--- config.mk ---
export PLATFORM = sky130hd
export DESIGN_NAME = led_blink_router
export DESIGN_NICKNAME = d
export VERILOG_FILES = /design/src/rtl/blink_pkg.sv /design/src/rtl/blink_channel.sv /design/src/rtl/blink_regfile.sv /design/src/rtl/pin_router.sv /design/src/rtl/led_blink_router.sv
export SDC_FILE = /design/constraint.sdc
export NUM_CORES = 1
export LEC_CHECK = 0
export BUFFER_PORTS_ARGS = -buffer_cell sky130_fd_sc_hd__buf_2
export CAP_MARGIN = 0
export CORE_ASPECT_RATIO = 1.1
export CORE_MARGIN = 5
export CORE_UTILIZATION = 45
export CTS_CLUSTER_SIZE = 25
export DETAILED_ROUTE_END_ITERATION = 6
export GPL_TIMING_DRIVEN = 0
export MAX_ROUTING_LAYER = met4
export PLACE_DENSITY = 0.72
export SKIP_LAST_GASP = 1
export SYNTH_ARGS = -nofsm -noshare
export SYNTH_HDL_FRONTEND = slang
export SYNTH_HIERARCHICAL = 1
export SYNTH_SLANG_ARGS = --single-unit
--- constraint.sdc ---
create_clock -name clk -period 2.5 [get_ports clk]
set_clock_uncertainty 0.1 [all_clocks]
set_input_delay 0.375 -clock clk [delete_from_list [all_inputs] [get_ports clk]]
set_output_delay 0.375 -clock clk [all_outputs]
set_load 0.02 [all_outputs]
--- src/rtl/blink_pkg.sv ---
// Package: shared widths, route codes and register indices for the
// dual blink generator. Assumes an 8-bit register file with 3-bit index.
package blink_pkg;

    localparam int REG_W   = 8;   // register and counter width
    localparam int IDX_W   = 3;   // register index width
    localparam int ROUTE_W = 2;   // route field width per pin

    // Route codes for one pin
    typedef enum logic [ROUTE_W-1:0] {
        ROUTE_LOW  = 2'b00,
        ROUTE_OFF  = 2'b01,
        ROUTE_BLK0 = 2'b10,
        ROUTE_BLK1 = 2'b11
    } route_e;

    // Register indices
    localparam logic [IDX_W-1:0] IDX_PRE0   = 3'd0;
    localparam logic [IDX_W-1:0] IDX_DUTY0  = 3'd1;
    localparam logic [IDX_W-1:0] IDX_PRE1   = 3'd2;
    localparam logic [IDX_W-1:0] IDX_DUTY1  = 3'd3;
    localparam logic [IDX_W-1:0] IDX_ROUTE0 = 3'd4;
    localparam logic [IDX_W-1:0] IDX_ROUTE1 = 3'd5;
    localparam logic [IDX_W-1:0] IDX_PINS   = 3'd6;

endpackage

--- src/rtl/blink_channel.sv ---
// Module: blink_channel
// One blink generator. A prescaler counts ticks up to the active prescale
// value and then steps the duty counter. The blink level is high while the
// duty count is above the active threshold, and a zero threshold forces it
// low. The programmed prescale and threshold values are copied into the
// active set only when the duty counter wraps.
// Assumes: tick_i is a single-cycle enable and the programmed values are
// stable register outputs.
module blink_channel #(
    parameter int CNT_W = 8
) (
    input  logic             clk,
    input  logic             rst_n,
    input  logic             tick_i,
    input  logic [CNT_W-1:0] pre_prog_i,
    input  logic [CNT_W-1:0] duty_prog_i,
    output logic             blink_o
);

    localparam logic [CNT_W-1:0] CNT_MAX = {CNT_W{1'b1}};

    logic [CNT_W-1:0] pre_q;
    logic [CNT_W-1:0] duty_q;
    logic [CNT_W-1:0] pre_act_q;
    logic [CNT_W-1:0] duty_act_q;
    logic             pre_hit;
    logic             wrap;

    // Prescaler terminal count and duty counter wrap detection
    always_comb begin
        pre_hit = tick_i && (pre_q == pre_act_q);
        wrap    = pre_hit && (duty_q == CNT_MAX);
    end

    // Prescaler: count ticks, restart at the active prescale value
    always_ff @(posedge clk) begin
        if (!rst_n) begin
            pre_q <= '0;
        end else if (pre_hit) begin
            pre_q <= '0;
        end else if (tick_i) begin
            pre_q <= pre_q + 1'b1;
        end
    end

    // Duty counter: one step per prescaler terminal count, natural wrap
    always_ff @(posedge clk) begin
        if (!rst_n) begin
            duty_q <= '0;
        end else if (pre_hit) begin
            duty_q <= duty_q + 1'b1;
        end
    end

    // Active settings: take programmed values only at the duty wrap
    always_ff @(posedge clk) begin
        if (!rst_n) begin
            pre_act_q  <= '0;
            duty_act_q <= '0;
        end else if (wrap) begin
            pre_act_q  <= pre_prog_i;
            duty_act_q <= duty_prog_i;
        end
    end

    // Blink level from duty compare, zero threshold holds it low
    always_comb begin
        blink_o = (duty_act_q != '0) && (duty_q > duty_act_q);
    end


    pre_range_chk: assert property (@(posedge clk) disable iff (!rst_n)
        pre_q <= pre_act_q);


    duty_idle_chk: assert property (@(posedge clk) disable iff (!rst_n)
        !tick_i |=> $stable(duty_q));


    active_hold_chk: assert property (@(posedge clk) disable iff (!rst_n)
        !(tick_i && (duty_q == CNT_MAX) && (pre_q == pre_act_q))
        |=> ($stable(duty_act_q) && $stable(pre_act_q)));

endmodule

--- src/rtl/blink_regfile.sv ---
// Module: blink_regfile
// Configuration storage: a prescale and a threshold per channel and a route
// field per pin, with a combinational read port that also returns the
// pin-state register. Index 6 is read-only and index 7 is unused.
// Assumes NUM_CH <= 2 and NUM_PINS fits in two route bytes.
module blink_regfile
    import blink_pkg::*;
#(
    parameter int NUM_CH   = 2,
    parameter int NUM_PINS = 8
) (
    input  logic                              clk,
    input  logic                              rst_n,
    input  logic                              wr_en_i,
    input  logic [IDX_W-1:0]                  wr_addr_i,
    input  logic [REG_W-1:0]                  wr_data_i,
    input  logic [IDX_W-1:0]                  rd_addr_i,
    input  logic [NUM_PINS-1:0]               pin_state_i,
    output logic [REG_W-1:0]                  rd_data_o,
    output logic [NUM_CH-1:0][REG_W-1:0]      pre_o,
    output logic [NUM_CH-1:0][REG_W-1:0]      duty_o,
    output logic [NUM_PINS-1:0][ROUTE_W-1:0]  route_o
);

    localparam int PINS_PER_REG = REG_W / ROUTE_W;

    logic [NUM_CH-1:0][REG_W-1:0]     pre_q;
    logic [NUM_CH-1:0][REG_W-1:0]     duty_q;
    logic [NUM_PINS-1:0][ROUTE_W-1:0] route_q;

    for (genvar c = 0; c < NUM_CH; c++) begin : g_ch
        localparam logic [IDX_W-1:0] PRE_IDX  = IDX_W'(2 * c);
        localparam logic [IDX_W-1:0] DUTY_IDX = IDX_W'(2 * c + 1);

        // Channel settings: capture on matching write
        always_ff @(posedge clk) begin
            if (!rst_n) begin
                pre_q[c]  <= '0;
                duty_q[c] <= '0;
            end else if (wr_en_i) begin
                if (wr_addr_i == PRE_IDX)  pre_q[c]  <= wr_data_i;
                if (wr_addr_i == DUTY_IDX) duty_q[c] <= wr_data_i;
            end
        end
    end

    for (genvar p = 0; p < NUM_PINS; p++) begin : g_pin
        localparam logic [IDX_W-1:0] ROUTE_IDX = IDX_ROUTE0 + IDX_W'(p / PINS_PER_REG);
        localparam int               LSB       = (p % PINS_PER_REG) * ROUTE_W;

        // Route field: released after reset, capture its slice on write
        always_ff @(posedge clk) begin
            if (!rst_n) begin
                route_q[p] <= ROUTE_OFF;
            end else if (wr_en_i && (wr_addr_i == ROUTE_IDX)) begin
                route_q[p] <= wr_data_i[LSB +: ROUTE_W];
            end
        end
    end

    // Read mux over all indices
    always_comb begin
        rd_data_o = '0;
        for (int c = 0; c < NUM_CH; c++) begin
            if (rd_addr_i == IDX_W'(2 * c))     rd_data_o = pre_q[c];
            if (rd_addr_i == IDX_W'(2 * c + 1)) rd_data_o = duty_q[c];
        end
        for (int p = 0; p < NUM_PINS; p++) begin
            if (rd_addr_i == IDX_ROUTE0 + IDX_W'(p / PINS_PER_REG)) begin
                rd_data_o[(p % PINS_PER_REG) * ROUTE_W +: ROUTE_W] = route_q[p];
            end
        end
        if (rd_addr_i == IDX_PINS) rd_data_o = REG_W'(pin_state_i);
    end

    assign pre_o   = pre_q;
    assign duty_o  = duty_q;
    assign route_o = route_q;


    ro_write_chk: assert property (@(posedge clk) disable iff (!rst_n)
        (wr_en_i && (wr_addr_i >= IDX_PINS))
        |=> ($stable(pre_q) && $stable(duty_q) && $stable(route_q)));

endmodule

--- src/rtl/pin_router.sv ---
// Module: pin_router
// Per-pin source selection and open-drain model. Each pin's drive-low enable
// is registered from its route field and the blink levels. The pin level is
// low if the block or an external device pulls it low. A pin-state register
// captures all pin levels every cycle.
// Assumes a blink level of 1 means the pin is released.
module pin_router
    import blink_pkg::*;
#(
    parameter int NUM_CH   = 2,
    parameter int NUM_PINS = 8
) (
    input  logic                             clk,
    input  logic                             rst_n,
    input  logic [NUM_PINS-1:0][ROUTE_W-1:0] route_i,
    input  logic [NUM_CH-1:0]                blink_i,
    input  logic [NUM_PINS-1:0]              ext_low_i,
    output logic [NUM_PINS-1:0]              drive_low_o,
    output logic [NUM_PINS-1:0]              pin_o,
    output logic [NUM_PINS-1:0]              pin_state_o
);

    logic [NUM_PINS-1:0] drive_q;
    logic [NUM_PINS-1:0] state_q;

    for (genvar p = 0; p < NUM_PINS; p++) begin : g_pin
        logic drive_d;

        // Decode the route field into a drive-low request
        always_comb begin
            unique case (route_e'(route_i[p]))
                ROUTE_LOW:  drive_d = 1'b1;
                ROUTE_OFF:  drive_d = 1'b0;
                ROUTE_BLK0: drive_d = !blink_i[0];
                ROUTE_BLK1: drive_d = !blink_i[NUM_CH - 1];
                default:    drive_d = 1'b0;
            endcase
        end

        // Register the drive-low request, released after reset
        always_ff @(posedge clk) begin
            if (!rst_n) drive_q[p] <= 1'b0;
            else        drive_q[p] <= drive_d;
        end


        off_release_chk: assert property (@(posedge clk) disable iff (!rst_n)
            (route_i[p] == ROUTE_OFF) |=> !drive_low_o[p]);


        low_drive_chk: assert property (@(posedge clk) disable iff (!rst_n)
            (route_i[p] == ROUTE_LOW) |=> drive_low_o[p]);
    end

    // Wired-AND pin level of block and external pull-downs
    always_comb begin
        pin_o = ~(drive_q | ext_low_i);
    end

    // Pin-state register: sample the pin levels every cycle
    always_ff @(posedge clk) begin
        if (!rst_n) state_q <= '1;
        else        state_q <= pin_o;
    end

    assign drive_low_o = drive_q;
    assign pin_state_o = state_q;


    pin_sample_chk: assert property (@(posedge clk) disable iff (!rst_n)
        1'b1 |=> (pin_state_o == $past(pin_o)));


    ext_low_chk: assert property (@(posedge clk) disable iff (!rst_n)
        ((ext_low_i & pin_o) == '0));

endmodule

--- src/rtl/led_blink_router.sv ---
// Module: led_blink_router (top)
// Two blink channels fed by a shared tick, a register file for their
// settings and the per-pin route fields, and a pin router with pin-state
// readback.
// Assumes the tick_i rate is set outside the block (38 * 256 per second for
// the nominal period of (prescale + 1) / 38 seconds).
module led_blink_router
    import blink_pkg::*;
#(
    parameter int NUM_CH   = 2,
    parameter int NUM_PINS = 8
) (
    input  logic                clk,
    input  logic                rst_n,
    input  logic                tick_i,
    input  logic                wr_en_i,
    input  logic [IDX_W-1:0]    wr_addr_i,
    input  logic [REG_W-1:0]    wr_data_i,
    input  logic [IDX_W-1:0]    rd_addr_i,
    output logic [REG_W-1:0]    rd_data_o,
    input  logic [NUM_PINS-1:0] ext_low_i,
    output logic [NUM_PINS-1:0] drive_low_o,
    output logic [NUM_PINS-1:0] pin_o,
    output logic [NUM_PINS-1:0] pin_state_o
);

    logic [NUM_CH-1:0][REG_W-1:0]     pre_w;
    logic [NUM_CH-1:0][REG_W-1:0]     duty_w;
    logic [NUM_PINS-1:0][ROUTE_W-1:0] route_w;
    logic [NUM_CH-1:0]                blink_w;

    blink_regfile #(
        .NUM_CH   (NUM_CH),
        .NUM_PINS (NUM_PINS)
    ) u_regs (
        .clk         (clk),
        .rst_n       (rst_n),
        .wr_en_i     (wr_en_i),
        .wr_addr_i   (wr_addr_i),
        .wr_data_i   (wr_data_i),
        .rd_addr_i   (rd_addr_i),
        .pin_state_i (pin_state_o),
        .rd_data_o   (rd_data_o),
        .pre_o       (pre_w),
        .duty_o      (duty_w),
        .route_o     (route_w)
    );

    for (genvar c = 0; c < NUM_CH; c++) begin : g_chan
        blink_channel #(
            .CNT_W (REG_W)
        ) u_chan (
            .clk         (clk),
            .rst_n       (rst_n),
            .tick_i      (tick_i),
            .pre_prog_i  (pre_w[c]),
            .duty_prog_i (duty_w[c]),
            .blink_o     (blink_w[c])
        );
    end

    pin_router #(
        .NUM_CH   (NUM_CH),
        .NUM_PINS (NUM_PINS)
    ) u_pins (
        .clk         (clk),
        .rst_n       (rst_n),
        .route_i     (route_w),
        .blink_i     (blink_w),
        .ext_low_i   (ext_low_i),
        .drive_low_o (drive_low_o),
        .pin_o       (pin_o),
        .pin_state_o (pin_state_o)
    );

endmodule

* After elaboration in Yosys (flattened, before gate mapping)
Cells that the tools add are included.
W data, S select, Z words.
** Operators by class
- Add/sub/neg operators :: 4
- Order comparisons :: 2
- Equal/unequal tests :: 39
- Muxes and demuxes :: 21
- Bitwise logic cells :: 3
- Reduce and logical (&&, ||, !) cells :: 28
** Operators with widths (count)
- $mux W8 :: 5
- $add A8 B1 Y8 const B :: 4
- $eq A2 B2 Y1 const B :: 16
- $pmux W1 S4 :: 8
- $eq A2 B1 Y1 const B :: 8
- $eq A8 B8 Y1 :: 2
- $eq A8 B8 Y1 const B :: 2
- $gt A8 B8 Y1 :: 2
- $logic_not A2 Y1 :: 8
- $mux W2 :: 8
- $reduce_bool A8 Y1 :: 2
- $eq A3 B3 Y1 const B :: 5
- $eq A3 B2 Y1 const B :: 4
- $logic_and A1 B1 Y1 :: 8
- $not A8 Y8 :: 1
- $or A8 B8 Y8 :: 1
- $reduce_and A2 Y1 :: 4
- $eq A3 B1 Y1 const B :: 2
- $logic_not A3 Y1 :: 2
- $reduce_or A2 Y1 :: 2
- $logic_not A1 Y1 :: 2
- $not A1 Y1 :: 1
** Storage, ports and cells
- Register bits :: 128
- Logic and storage cells :: 126

* Depth between registers and ports, before layout
- Depth in word-level cells :: 8
- Depth in mapped cells :: 10
- Gate-level depth less buffers :: 9

* Hierarchy
Netlist, hierarchy kept.
** Modules (own cells, without submodules)
- blink_channel :: instances 2, cells an instance 194, area each 1687.9 um^2, sequential area each 640.6 um^2
- blink_regfile :: instances 1, cells an instance 311, area each 2493.6 um^2, sequential area each 960.9 um^2
- pin_router :: instances 1, cells an instance 60, area each 615.6 um^2, sequential area each 320.3 um^2

* Worst setup path after synthesis
No wires, ideal clock.
- Path kind :: flip-flop to flip-flop
- From :: register g_chan[0].u_chan.pre_q[0]
- To :: register g_chan[0].u_chan.duty_act_q[4]
- Library setup time :: 0.072 ns
- Data arrival time :: 1.836 ns
- Data required time :: 2.328 ns
- Path slack :: 0.492 ns
- Cell stages (with the launch flop) :: 7
- Path buffers :: 1
- Clock period less this slack :: 2.008 ns
- Path through :: dfxtp_1 > xnor2_1 > o2111a_2 > nand4_4 > nor4_4 > buf_6 > mux2i_1
** Between the ends
- Longest elaborated chain between the ends :: 3
** Ends and longest elaborated chain
- start: declaration :: line blink_channel.sv:22 : logic [CNT_W-1:0] pre_q;
- start signal: assignment :: line blink_channel.sv:42 : pre_q <= pre_q + 1'b1;
- $eq A8 B8 Y1 :: line blink_channel.sv:31 : pre_hit = tick_i && (pre_q == pre_act_q);
- $logic_and A1 B1 Y1 :: line blink_channel.sv:31
- $logic_and A1 B1 Y1 :: line blink_channel.sv:32 : wrap = pre_hit && (duty_q == CNT_MAX);
- end signal: assignment :: line blink_channel.sv:62 : duty_act_q <= duty_prog_i;
- end: declaration :: line blink_channel.sv:25 : logic [CNT_W-1:0] duty_act_q;
Every way passes these cells.
A chain may end at the register's enable or synchronous reset.

* Worst setup path after layout
Ends and elaborated chain as after synthesis.

==> results.tsv <==
stage	metric	value	unit
sta	fin crit share	0.9233	
setup_path	data arrival time of the critical path	2.56	ns
sta	highest clock rate	433.2	MHz
placement	dpl ws	0.2103	ns
floorplanning	Die ar.	16910	sq um
worst_hold_path	Hold Crit Depth	2	
setup_path	cells on worst reg2reg path	6	
clock_tree	clock root cell	clkbuf_16	
worst_hold_path	hold crit path type	in -> reg	
setup_path	CP bufs+invs	1	
finish	layout cells sized above 1	0.1520	
yosys	Post-Synthesis Cells	759	
setup_path	worst-path maximum fanout	10	
clock_tree	CTS tree	built	
yosys	mapped cell area	6485	sq um
drt	post-route ant nets	0	
clock_tree	clock transition at the registers of the reported paths	0.06	ns
finish	Area growth syn-to-layout	16.52	%
drt	first-iteration detailed-routing DRC count	406	
grt	grt ovf	0	
run	max-cap viol count	0	
clock_tree	hold buffers post-CTS	0	
sta	Fin Setup TNS	0	ns
placement	port bufs	51	
clock_tree	CTS Sinks	128	
drt	WL/cell	15.12	microns
drt	Vias per Instance	5.216	
finish	nets@finish	875	
setup_path	WS Path Type	reg -> reg	
sta	Slew headroom	0.5464	
floorplanning	I/O pins	58	
power	Pwr Total	4.948	mW
yosys	Seq/Total Area, Yosys	0.3951	
drt	Pre-Repair DR Iteration Count	7	
finish	# diodes	0	
sta	setup ws final	0.1917	ns
clock_tree	H-tree depth	4	
sta	final hold vios	0	
floorplanning	Chip Width	124.5	microns
setup_path	Startpoint Class	flip-flop	
power	Leak Pwr	2.825	nW
clock_tree	post_cts resized	0	
placement	HPWL after DPL	11610	microns
power	VDD IR max	0.0005263	V
setup_path	Critical Path, Cell by Cell	xnor2_1 > o2111a_2 > nand4_4 > nor4_4 > buf_6 > mux2i_1	
clock_tree	Max clock buf depth	2	
yosys	Primary FF master, synth	dfxtp_1	
clock_tree	Setup Fix Bufs, Post-CTS	0	
setup_path	Worst EP required	2.75	ns
yosys	Synth async-reset ratio	0	
yosys	FF+latch count, synth	128	
clock_tree	CTS buffer count	17	
yosys	count of different cell masters after synthesis	52	
setup_path	Crit path largest cell delay	0.68	ns
floorplanning	Core Box Area	14270	sq um
yosys	share of the synthesized area in the top cell type	0.3951	
sta	Tightest Pin Transition	0.6753	ns
grt	GRT Total Usage	0.1913	
grt	global-route wire length before repair	25200	microns
outcome	status	finished, final reports clean	
grt	initial antenna violation count	0	
floorplanning	Die H	135.9	microns
drt	Vias	5393	
yosys	post-synth top area cell	dfxtp_1	
placement	last weighted congestion value of the routability-driven placer	0.9184	
yosys	mean area per synthesized cell	8.544	sq um
clock_tree	Clock Latency Late Sink	0.42	ns
drt	Routed WL	15640	microns
setup_path	slowest CP cell	nor4_4	
sta	RSZ-0062 raised after global routing	no	
power	Pwr per Cell Area	654.8	nW/um^2
grt	vias in the first global route	5060	
sta	Final setup viols	0	
drt	DR DRC count	0	
yosys	Post-Syn Nets	805	
sta	Max Slew Vio Count	0	
yosys	Ys Warns	6	
grt	largest net degree at the start of global routing	17	
setup_path	WP depth	6	
sta	Tmin final	2.308	ns
yosys	Area contributors post-synth	dfxtp_1, nand2_1, mux2i_1	
floorplanning	Rows	46	
floorplanning	Initial Util	0.4543	
setup_path	CP endpoint kind	flip-flop	
yosys	number of synthesized flops with an enable pin	0	
setup_path	CP top delay family	simple AND/OR/NAND/NOR gates	
cell usage in the layout, fill, tap and decap left out, types with 5 or more instances in the layout:
cell	netlist	routed
a21oi_1	18	18
nand2b_1	12	12
o21ai_0	26	26
o2bb2ai_1	8	8
buf_6	5	5
a32oi_1	8	8
nor2b_1	7	7
nor2_1	37	37
mux2i_1	52	52
inv_1	34	34
xnor2_1	16	16
a21boi_0	31	31
nand3_1	16	16
nor2b_2	6	6
a32o_2	7	7
nand2_1	194	194
ha_1	20	20
inv_6	0	5
clkbuf_16	0	17
dfxtp_1	128	128
xor2_1	14	14
a21boi_1	15	15
a22o_1	6	6
buf_2	7	58
clkbuf_1	21	21
nor4_1	6	6
nand4_1	10	10
state kept, by name (all words and copies together), names as in the netlist:
| name | count |
|---|---|
| g_chan.u_chan/duty_q | 16 |
| g_chan.u_chan/pre_q | 16 |
| u_regs/duty_o | 16 |
| g_chan.u_chan/pre_act_q | 16 |
| u_pins/drive_low_o | 8 |
| g_chan.u_chan/duty_act_q | 16 |
| u_pins/pin_state_o | 8 |
| u_regs/pre_o | 16 |
| u_regs/route_o | 16 |
metal layers:
layer | global-route usage | routed length [microns]
met1 | 0.2429 | 7099
met3 | 0.04597 | 752
met4 | 0.06151 | 234
met5 | - | 0
met2 | 0.3029 | 7549
power by group:
| part | internal, mW | switching [mW] |
|---|---|---|
| logic | 0.162 | 0.265 |
| clock network | 1.40 | 0.997 |
| registers | 2.08 | 0.0464 |
| total | 3.64 | 1.31 |
logic make-up after synthesis:
logic type / Yosys count / synth area share
simple gates: 317 / 0.2373
compound gates: 139 / 0.1565
flops: 128 / 0.3951
buf+inv: 73 / 0.05171
mux: 52 / 0.08026
xor+xnor: 30 / 0.04052
fa+ha+maj: 20 / 0.03859
synth_stat cells (4+ instances only):
cell type and n:
xnor2_1 16, nor2b_2 6, o21ai_0 26, nor4_1 6, nand2_1 194, a21oi_1 18
xor2_1 14, o41ai_1 4, buf_2 7, nand4_1 10, nand2b_1 12, ha_1 20
o311ai_1 4, mux2i_1 52, a32o_2 7, inv_1 34, or3_1 4, nand3_1 16
nor2b_1 7, clkbuf_1 21, o21a_1 4, nor2_1 37, a21boi_0 31, a32oi_1 8
a22o_1 6, a21boi_1 15, buf_6 5, dfxtp_1 128, o2bb2ai_1 8, buf_1 4
per-stage QoR:
stage               cell area [sq um]  hold slack, ns  utilization  std cells
floorplan                        6485          0.3463            -        759
global placement                 6980          0.3432       0.4890       1002
detailed placement               6980          0.3523       0.4890       1002
CTS                              7556         0.03829       0.5294       1034
global route                     7556         0.05204       0.5294       1034
finish                           7556         0.05381       0.5294       1034
cell type report:
cell class,instances,area [sq um]
Sequential cell,128,2562
Buffer,39,207.7
Inverter,34,127.6
Timing Repair Buffer,51,255.2
Tap cell,192,240.2
Clock buffer,17,425.4
Multi-Input combinational cell,558,3587
Clock inverter,15,150.1
Fill cell,1386,6718
worst paths after layout:
path	endpoint	from	slack [ns]
hold / removal	u_pins/pin_state_o[1]	ext_low_i[1]	0.05
setup / recovery	g_chan[0].u_chan/duty_act_q[4]	g_chan[0].u_chan/pre_q[0]	0.19
hold reg to reg	u_pins/pin_state_o[1]	u_pins/drive_low_o[1]	0.36
setup reg to reg	g_chan[0].u_chan/duty_act_q[4]	g_chan[0].u_chan/pre_q[0]	0.19
Note: power is estimated with default switching activity, not from simulation.
